**src/rtl/epb_pkg.sv**
```systemverilog
package epb_pkg;
   localparam int FRAME_BITS = 64;
   localparam int DRIVE_RD   = 46;
   localparam int DATA_START = 48;
   localparam int WORD_W     = 16;
   localparam int EE_AW      = 6;

   typedef enum logic [1:0] {EE_RD = 2'd0, EE_WR = 2'd1, EE_RLD = 2'd2} ee_op_t;

   localparam logic [3:0] OFF_CTRL = 4'hB;
   localparam logic [3:0] OFF_ADDR = 4'hC;
   localparam logic [3:0] OFF_DLO  = 4'hD;
   localparam logic [3:0] OFF_DHI  = 4'hE;

   function automatic logic [FRAME_BITS-1:0] mdio_frame(input logic rd,
                                                        input logic [4:0] phy,
                                                        input logic [4:0] rg,
                                                        input logic [WORD_W-1:0] wd);
      return {32'hFFFF_FFFF, 2'b01, (rd ? 2'b10 : 2'b01), phy, rg, 2'b10, wd};
   endfunction
endpackage

```
**src/rtl/epb_ee_port.sv**
```systemverilog
module epb_ee_port
   import epb_pkg::*;
(
   input  logic              clk,
   input  logic              rst_n,
   input  logic              start,
   input  ee_op_t            op,
   input  logic [EE_AW-1:0]  word,
   input  logic [WORD_W-1:0] wdata,
   output logic              ee_req,
   output logic              ee_we,
   output logic              ee_reload,
   output logic [EE_AW-1:0]  ee_addr,
   output logic [WORD_W-1:0] ee_wdata,
   input  logic              ee_ack,
   input  logic [WORD_W-1:0] ee_rdata,
   output logic              done,
   output logic [WORD_W-1:0] rdata
);
   always_ff @(posedge clk) begin
      if (!rst_n) begin
         ee_req    <= 1'b0;
         ee_we     <= 1'b0;
         ee_reload <= 1'b0;
         ee_addr   <= '0;
         ee_wdata  <= '0;
      end else if (start && !ee_req) begin
         ee_req    <= 1'b1;
         ee_we     <= (op == EE_WR);
         ee_reload <= (op == EE_RLD);
         ee_addr   <= word;
         ee_wdata  <= wdata;
      end else if (ee_req && ee_ack) begin
         ee_req    <= 1'b0;
         ee_we     <= 1'b0;
         ee_reload <= 1'b0;
      end
   end

   assign done  = ee_req && ee_ack;
   assign rdata = ee_rdata;

   // a pending request keeps its address until acknowledged
   p_req_hold_r5: assert property (@(posedge clk) disable iff (!rst_n)
      ee_req && !ee_ack |=> ee_req && $stable(ee_addr));
endmodule

```
**src/rtl/epb_mdio_engine.sv**
```systemverilog
module epb_mdio_engine
   import epb_pkg::*;
#(
   parameter int MDC_HALF = 2
)(
   input  logic              clk,
   input  logic              rst_n,
   input  logic              start,
   input  logic              is_rd,
   input  logic [4:0]        phy,
   input  logic [4:0]        rg,
   input  logic [WORD_W-1:0] wdata,
   output logic              mdc,
   output logic              mdio_o,
   output logic              mdio_oe,
   input  logic              mdio_i,
   output logic              active,
   output logic              done,
   output logic [WORD_W-1:0] rdata
);
   localparam int DIV_W = (MDC_HALF > 1) ? $clog2(MDC_HALF) : 1;

   logic [FRAME_BITS-1:0] shreg;
   logic [5:0]            bit_idx;
   logic [DIV_W-1:0]      div;
   logic                  rd_op;
   logic [WORD_W-1:0]     rsh;

   always_ff @(posedge clk) begin
      if (!rst_n) begin
         active  <= 1'b0;
         done    <= 1'b0;
         mdc     <= 1'b0;
         shreg   <= '0;
         bit_idx <= '0;
         div     <= '0;
         rd_op   <= 1'b0;
         rsh     <= '0;
      end else begin
         done <= 1'b0;
         if (start && !active) begin
            active  <= 1'b1;
            shreg   <= mdio_frame(is_rd, phy, rg, wdata);
            rd_op   <= is_rd;
            bit_idx <= '0;
            div     <= '0;
            mdc     <= 1'b0;
         end else if (active) begin
            if (div == DIV_W'(MDC_HALF - 1)) begin
               div <= '0;
               if (!mdc) begin
                  mdc <= 1'b1;
                  if (rd_op && bit_idx >= 6'(DATA_START))
                     rsh <= {rsh[WORD_W-2:0], mdio_i};
               end else begin
                  mdc <= 1'b0;
                  if (bit_idx == 6'(FRAME_BITS - 1)) begin
                     active <= 1'b0;
                     done   <= 1'b1;
                  end else begin
                     bit_idx <= bit_idx + 6'd1;
                     shreg   <= {shreg[FRAME_BITS-2:0], 1'b0};
                  end
               end
            end else begin
               div <= div + DIV_W'(1);
            end
         end
      end
   end

   assign mdio_o  = shreg[FRAME_BITS-1];
   assign mdio_oe = active && (!rd_op || bit_idx < 6'(DRIVE_RD));
   assign rdata   = rsh;

   // clock stays low when no frame runs
   p_mdc_idle_r11: assert property (@(posedge clk) disable iff (!rst_n)
      !active |-> !mdc);
   // only a read gives up the line mid-frame
   p_oe_turn_r9: assert property (@(posedge clk) disable iff (!rst_n)
      active && $fell(mdio_oe) |-> rd_op);
   // a frame ends only after its last bit
   p_frame_len_r8: assert property (@(posedge clk) disable iff (!rst_n)
      done |-> $past(bit_idx) == 6'(FRAME_BITS - 1));
endmodule

```
**src/rtl/epb_regs.sv**
```systemverilog
module epb_regs
   import epb_pkg::*;
#(
   parameter logic [1:0] RST_PHY_ADR = 2'b01,
   parameter logic [1:0] INT_PHY_ADR = 2'b01
)(
   input  logic              clk,
   input  logic              rst_n,
   input  logic              reg_wr,
   input  logic [3:0]        reg_addr,
   input  logic [7:0]        reg_wdata,
   output logic [7:0]        reg_rdata,
   input  logic              phy_force,
   output logic              ee_start,
   output ee_op_t            ee_op,
   output logic [EE_AW-1:0]  word,
   output logic [WORD_W-1:0] wdata,
   input  logic              ee_done,
   input  logic [WORD_W-1:0] ee_rdata,
   output logic              mi_start,
   output logic              mi_rd,
   output logic [4:0]        mi_phy,
   input  logic              mi_done,
   input  logic [WORD_W-1:0] mi_rdata
);
   logic c_rld, c_wen, c_sel, c_rd, c_wr;
   logic p_rld, p_rd, p_wr;
   logic busy, busy_rd;
   logic [1:0] phy2, phy_eff;
   logic [7:0] dlo, dhi;
   logic rd_rise, wr_rise, rld_rise, wr_ctrl, wr_data;

   assign rd_rise  = c_rd  & ~p_rd;
   assign wr_rise  = c_wr  & ~p_wr;
   assign rld_rise = c_rld & ~p_rld;
   assign phy_eff  = phy_force ? INT_PHY_ADR : phy2;
   assign wr_ctrl  = reg_wr && (reg_addr == OFF_CTRL);
   assign wr_data  = reg_wr && (reg_addr == OFF_DLO || reg_addr == OFF_DHI);

   always_comb begin
      ee_start = 1'b0;
      ee_op    = EE_RD;
      mi_start = 1'b0;
      mi_rd    = 1'b0;
      if (!busy) begin
         if (rld_rise) begin
            ee_start = 1'b1;
            ee_op    = EE_RLD;
         end else if (rd_rise) begin
            if (c_sel) begin
               mi_start = 1'b1;
               mi_rd    = 1'b1;
            end else begin
               ee_start = 1'b1;
            end
         end else if (wr_rise) begin
            if (c_sel) begin
               mi_start = 1'b1;
            end else if (c_wen) begin
               ee_start = 1'b1;
               ee_op    = EE_WR;
            end
         end
      end
   end

   always_ff @(posedge clk) begin
      if (!rst_n) begin
         {c_rld, c_wen, c_sel, c_rd, c_wr} <= '0;
         {p_rld, p_rd, p_wr}               <= '0;
         busy    <= 1'b0;
         busy_rd <= 1'b0;
         phy2    <= RST_PHY_ADR;
         word    <= '0;
         dlo     <= '0;
         dhi     <= '0;
      end else begin
         p_rld <= c_rld;
         p_rd  <= c_rd;
         p_wr  <= c_wr;
         if (wr_ctrl) {c_rld, c_wen, c_sel, c_rd, c_wr} <= reg_wdata[5:1];
         if (reg_wr && reg_addr == OFF_ADDR) {phy2, word} <= reg_wdata;
         if (reg_wr && reg_addr == OFF_DLO) dlo <= reg_wdata;
         if (reg_wr && reg_addr == OFF_DHI) dhi <= reg_wdata;
         if (ee_start || mi_start) begin
            busy    <= 1'b1;
            busy_rd <= mi_rd || (ee_start && ee_op == EE_RD);
         end else if (busy && (ee_done || mi_done)) begin
            busy <= 1'b0;
            if (busy_rd) {dhi, dlo} <= ee_done ? ee_rdata : mi_rdata;
         end
      end
   end

   always_comb begin
      case (reg_addr)
         OFF_CTRL: reg_rdata = {2'b00, c_rld, c_wen, c_sel, c_rd, c_wr, busy};
         OFF_ADDR: reg_rdata = {phy_eff, word};
         OFF_DLO:  reg_rdata = dlo;
         OFF_DHI:  reg_rdata = dhi;
         default:  reg_rdata = 8'h00;
      endcase
   end

   assign wdata  = {dhi, dlo};
   assign mi_phy = {3'b000, phy_eff};

   // a launched access is flagged busy on the next cycle
   p_start_busy_r2: assert property (@(posedge clk) disable iff (!rst_n)
      (ee_start || mi_start) |=> busy);
   // command bits change only by host write
   p_cmd_kept_r3: assert property (@(posedge clk) disable iff (!rst_n)
      !wr_ctrl |=> $stable({c_rld, c_wen, c_sel, c_rd, c_wr}));
   // a non-read access leaves the data bytes alone
   p_nord_data_r7: assert property (@(posedge clk) disable iff (!rst_n)
      busy && !busy_rd && !wr_data |=> $stable({dhi, dlo}));
   // an EEPROM write is never launched while writes are disabled
   p_we_gate_r6: assert property (@(posedge clk) disable iff (!rst_n)
      ee_start && ee_op == EE_WR |-> c_wen);
endmodule

```
**src/rtl/ee_phy_bridge.sv**
```systemverilog
module ee_phy_bridge
   import epb_pkg::*;
#(
   parameter int         MDC_HALF    = 2,
   parameter bit         HAS_INT_PHY = 1'b1,
   parameter logic [1:0] RST_PHY_ADR = 2'b01,
   parameter logic [1:0] INT_PHY_ADR = 2'b01
)(
   input  logic        clk,
   input  logic        rst_n,
   input  logic        reg_wr,
   input  logic [3:0]  reg_addr,
   input  logic [7:0]  reg_wdata,
   output logic [7:0]  reg_rdata,
   input  logic        phy_internal,
   output logic        ee_req,
   output logic        ee_we,
   output logic        ee_reload,
   output logic [5:0]  ee_addr,
   output logic [15:0] ee_wdata,
   input  logic        ee_ack,
   input  logic [15:0] ee_rdata,
   output logic        mdc,
   output logic        mdio_o,
   output logic        mdio_oe,
   input  logic        mdio_i
);
   generate
      if (MDC_HALF < 1) begin : g_bad_div
         $error("MDC_HALF must be at least 1");
      end
   endgenerate

   logic phy_force;
   generate
      if (HAS_INT_PHY) begin : g_int_phy
         assign phy_force = phy_internal;
      end else begin : g_ext_only
         assign phy_force = 1'b0;
      end
   endgenerate

   ee_op_t            ee_op;
   logic              ee_start, ee_done, mi_start, mi_rd, mi_done, mi_active;
   logic [EE_AW-1:0]  word;
   logic [WORD_W-1:0] wdata, ee_rd_w, mi_rdata;
   logic [4:0]        mi_phy;

   epb_regs #(.RST_PHY_ADR(RST_PHY_ADR), .INT_PHY_ADR(INT_PHY_ADR)) u_regs (
      .clk(clk), .rst_n(rst_n), .reg_wr(reg_wr), .reg_addr(reg_addr),
      .reg_wdata(reg_wdata), .reg_rdata(reg_rdata), .phy_force(phy_force),
      .ee_start(ee_start), .ee_op(ee_op), .word(word), .wdata(wdata),
      .ee_done(ee_done), .ee_rdata(ee_rd_w), .mi_start(mi_start), .mi_rd(mi_rd),
      .mi_phy(mi_phy), .mi_done(mi_done), .mi_rdata(mi_rdata));

   epb_ee_port u_ee (
      .clk(clk), .rst_n(rst_n), .start(ee_start), .op(ee_op), .word(word),
      .wdata(wdata), .ee_req(ee_req), .ee_we(ee_we), .ee_reload(ee_reload),
      .ee_addr(ee_addr), .ee_wdata(ee_wdata), .ee_ack(ee_ack),
      .ee_rdata(ee_rdata), .done(ee_done), .rdata(ee_rd_w));

   epb_mdio_engine #(.MDC_HALF(MDC_HALF)) u_mdio (
      .clk(clk), .rst_n(rst_n), .start(mi_start), .is_rd(mi_rd), .phy(mi_phy),
      .rg(word[4:0]), .wdata(wdata), .mdc(mdc), .mdio_o(mdio_o),
      .mdio_oe(mdio_oe), .mdio_i(mdio_i), .active(mi_active), .done(mi_done),
      .rdata(mi_rdata));

   // the two targets are never engaged together
   p_one_target_r11: assert property (@(posedge clk) disable iff (!rst_n)
      !(ee_req && mi_active));
endmodule

```
**config.mk**
```make
export PLATFORM = sky130hd
export DESIGN_NAME = ee_phy_bridge
export DESIGN_NICKNAME = d
export VERILOG_FILES = /design/src/rtl/epb_pkg.sv /design/src/rtl/epb_ee_port.sv /design/src/rtl/epb_mdio_engine.sv /design/src/rtl/epb_regs.sv /design/src/rtl/ee_phy_bridge.sv
export SDC_FILE = /design/constraint.sdc
export NUM_CORES = 1
export LEC_CHECK = 0
export ABC_AREA = 0
export BUFFER_PORTS_ARGS = -buffer_cell sky130_fd_sc_hd__buf_4
export CORE_UTILIZATION = 40
export CTS_CLUSTER_DIAMETER = 120
export DETAILED_ROUTE_END_ITERATION = 8
export GPL_TIMING_DRIVEN = 0
export PLACE_DENSITY = 0.57
export SKIP_LAST_GASP = 1
export SLEW_MARGIN = 20
export SYNTH_ARGS = -nofsm -noshare
export SYNTH_HDL_FRONTEND = slang
export SYNTH_HIERARCHICAL = 1
export SYNTH_SLANG_ARGS = --single-unit
```
**constraint.sdc**
```tcl
create_clock -name clk -period 2 [get_ports clk]
set_clock_uncertainty 0.15 [all_clocks]
set_input_delay 0.2 -clock clk [delete_from_list [all_inputs] [get_ports clk]]
set_output_delay 0.2 -clock clk [all_outputs]
set_load 0.02 [all_outputs]
```
==> summary.txt <==
Run status
  – Outcome: completed

Synth
  – Adder-cell share of the synthesized area: 0.00173
  – Cell count after synthesis: around 800
  – Top cell type by total area after synthesis: dfxtp_1
  – Flop and latch count out of synthesis: 150
  – Mux cell area share after synthesis: 0.0526
  – Mean Syn Cell Area: between 9 and 10 µm²
  – XOR/XNOR Fraction of Synth Area: 0.00485
  – Main combinational cell family by area after synthesis: simple AND/OR/NAND/NOR gates
  – Synth top cells by count: 150 x dfxtp_1, 67 x nor2_1, 64 x nor3_1, 57 x nand2_1, 45 x a21oi_1
  – Complex-gate fraction of the synthesized area: 0.157
  – Top-count cell post-synth: dfxtp_1
  – Synth area leaders: dfxtp_1 42%, mux2i_1 5.3%, nor3_1 4.4%
  – Synth Area in Simple Gates: 0.285
  – Synth top area share: 0.415
  – Synth Warn #: 6
  – Mapped cell area: between 7000 and 8000 µm²
  – Ys async rst share: 0
  – Ys flop type: dfxtp_1
  – Unique masters post-synth: between 60 and 70
  – Sequential area share after synthesis: 0.415
  – Number of enable flip-flop cells after synthesis: 0

Power and ir drop
  – VDD IR max: around 0.59 mV
  – Combinational power share: 0.047
  – Switching share of power: 0.217
  – Leak: between 0.003 and 0.004 µW
  – Sw Pwr: around 1500 µW
  – Reg power frac: 0.449
  – Total power: between 6000 and 7000 µW
  – Cell-internal power: ~5300 µW
  – Clock power share: 0.504
  – Power Density: ~760 nW/µm²

Setup path
  – Critical Path RT: between 1.5 and 2 ns
  – FF-to-FF Start: u_ee/ee_req
  – Crit path arrival time: approximately 1.6 ns
  – Critical-path maximum fanout: 3
  – Crit path launch type: flop
  – R2r setup slk: around 0.07 ns
  – Crit Path Class: flop to primary output
  – R2r endpoint: u_regs/dhi[6]
  – Crit end category: primary output
  – Reg2Reg Depth: 6

Detailed routing
  – Drt initial violations: roughly 410
  – Routed WL per cell: between 15 and 20 µm
  – Residual DRC: 0
  – Total vias in the final route: roughly 6000
  – Via density: between 5 and 6
  – Detail Route Antenna Nets: 0
  – Pre-antenna DRT Iters: 5
  – WL final: 19.2 mm

Finish
  – Number of diodes: 0
  – Fill count: between 1500 and 2000
  – Fin cells: between 1000 and 1500
  – Area occupied by multi-input gates: 3670 µm²
  – Share of layout cells above drive strength 1: 0.256
  – Post-route cell area: 8790 µm²
  – Area grow syn2layout: 21.7%
  – FF/Latch Area: about 3000 µm²
  – NumNets Final: between 900 and 1000

Global route
  – Number of global-route vias before repair: between 5000 and 6000
  – First-pass GRT wire length: approximately 30 mm
  – Initial antenna violation count: 0
  – Gr ovfl total: 0
  – Gr usage total: 0.213
  – Largest net degree at the start of global routing: 17

Timing
  – FMAX: 0.503 GHz
  – Final Max Tran Viols: 0
  – Normalized max-slew margin: 0.630
  – Period utilisation layout: 0.995
  – Minimum clock period: ~2 ns
  – Hold Fails Final Rpt: 0
  – Worst slew pin tran: 0.555 ns
  – # setup viols final: 0
  – Setup_tns: 0 ns
  – RSZ-0062 raised after global routing: true

CTS
  – CTS tree: yes
  – Htree depth: 4
  – CTS Buf Count: 17
  – Clk buf depth: 2
  – Root Buffer Master: clkbuf_16
  – Clock net sink count: 150
  – Clock Latency Late Sink: about 0.42 ns
  – Worst-path clk slew: 0.06 ns

Placed design
  – DP Cell Count: approximately 1100
  – Hpwl dp: between 10 and 15 mm
  – I/O Buffers: 52
  – RePlAce Congestion: a little under 0.9
  – Area of placed instances: about 7900 µm²

Floorplanning
  – Die area: around 19000 µm²
  – Core ar.: approximately 17000 µm²
  – Die Height: 136 µm
  – Site Rows: 48
  – I/O pin count: 70
  – Initial Utilization: 0.414
  – Die Wd: about 140 µm

Job
  – Maxcap violations: 0

Hold path
  – Critical hold path startpoint: ee_ack
  – Hold crit path type: input port to flop
  – WHS Endpoint: u_ee/ee_req
  – Hold Crit Depth: 3
[placed cells by master, fill, tap and decap left out, types with 11 or more instances in the layout]
master / n
clkbuf_1: 18
buf_6: 18
o21ai_0: 43
nor3b_2: 19
buf_4: 82
dlygate4sd3_1: 17
a21boi_1: 14
a21oi_1: 42
nor3b_1: 15
and3_1: 19
nor3_2: 19
nor3_1: 64
nand3b_1: 11
clkbuf_16: 17
o31a_1: 16
mux2i_1: 38
dfxtp_1: 147
nand2_1: 56
buf_2: 11
nor2_1: 67
nor2b_1: 21
a21boi_0: 15
[cells by family (layout without fill, tap and decap cells)]
logic type      after synthesis  in the layout
other cells                   1              3
flops                       150            150
xor+xnor                      4              4
simple gates                342            342
buf+inv                      88            189
compound gates              173            173
mux                          38             38
fa+ha+maj                     1              1
[stage by stage]
stage	worst slack, ns	utilization	hold slack [ns]
after floorplan	0.247	-	0.122
after global placement	-0.230	0.453	0.288
after detailed placement	-0.323	0.453	0.304
after CTS	0.0104	0.500	0.00585
after global routing	-0.0172	0.503	0.0319
final	0.0102	0.503	0.0231
[how the worst max path moves through the flow]
stage | startpoint | endpoint | depth (start not counted)
after CTS | u_regs/phy2[1] | reg_rdata[7] | 4
after floorplan | u_regs/busy | u_mdio/shreg[10] | 8
final | u_regs/phy2[1] | reg_rdata[7] | 4
after global placement | u_regs/c_rld | u_mdio/shreg[15] | 8
after global routing | u_regs/phy2[1] | reg_rdata[7] | 4
after detailed placement | u_regs/c_rld | u_mdio/shreg[9] | 8
[worst max-delay path: stages (launching register included)]
cell	delay, ns
dfxtp_2	0.33
or3b_4	0.38
a21o_1	0.18
a21oi_2	0.17
buf_4	0.16
[area by class of cell]
type	instances	area share
multi-input cells	561	0.417
inverters	4	0.00171
clock buffers	19	0.0504
repair buffers	71	0.0654
well taps	225	0.0320
flip-flops and latches	150	0.342
plain buffers	82	0.0713
clock inverters	13	0.0205
[power groups by stage]
stage               Sequential, µW  Combinational (µW)  Clock, µW
global route                  3020                 338       3590
detailed placement            3080                 292          0
floorplan                     3070                 193          0
CTS                           3010                 313       3460
finish                        3020                 313       3390
global placement              3080                 287          0
[timing repair]
| action | in CTS | in global routing |
|---|---|---|
| cloned | 0 | 0 |
| pin swaps | 0 | 4 |
| hold endpoints to repair | 26 | 0 |
| buffers inserted | 1 | 1 |
| resized for setup | 8 | 26 |
| setup endpoints to repair | 71 | 93 |
| hold buffers | 17 | 0 |
[registers in the layout (all words and copies together), names as in the netlist, 2 cells and up]
| register | cells |
|---|---|
| u_ee/ee_addr | 6 |
| u_mdio/rdata | 16 |
| u_regs/dhi | 8 |
| u_mdio/shreg | 64 |
| u_regs/dlo | 8 |
| u_mdio/bit_idx | 6 |
| u_regs/phy2 | 2 |
| u_regs/word | 6 |
| u_ee/ee_wdata | 16 |
[metal layers]
layer | vias up | global-route usage | wire, µm
li1 | 2954 | - | -
met4 | 0 | 0.0840 | 454
met3 | 38 | 0.0541 | 977
met5 | - | 0 | 0
met1 | 2817 | 0.273 | 8800
met2 | 167 | 0.342 | 8970
Note: power is estimated with default switching activity, not from simulation.
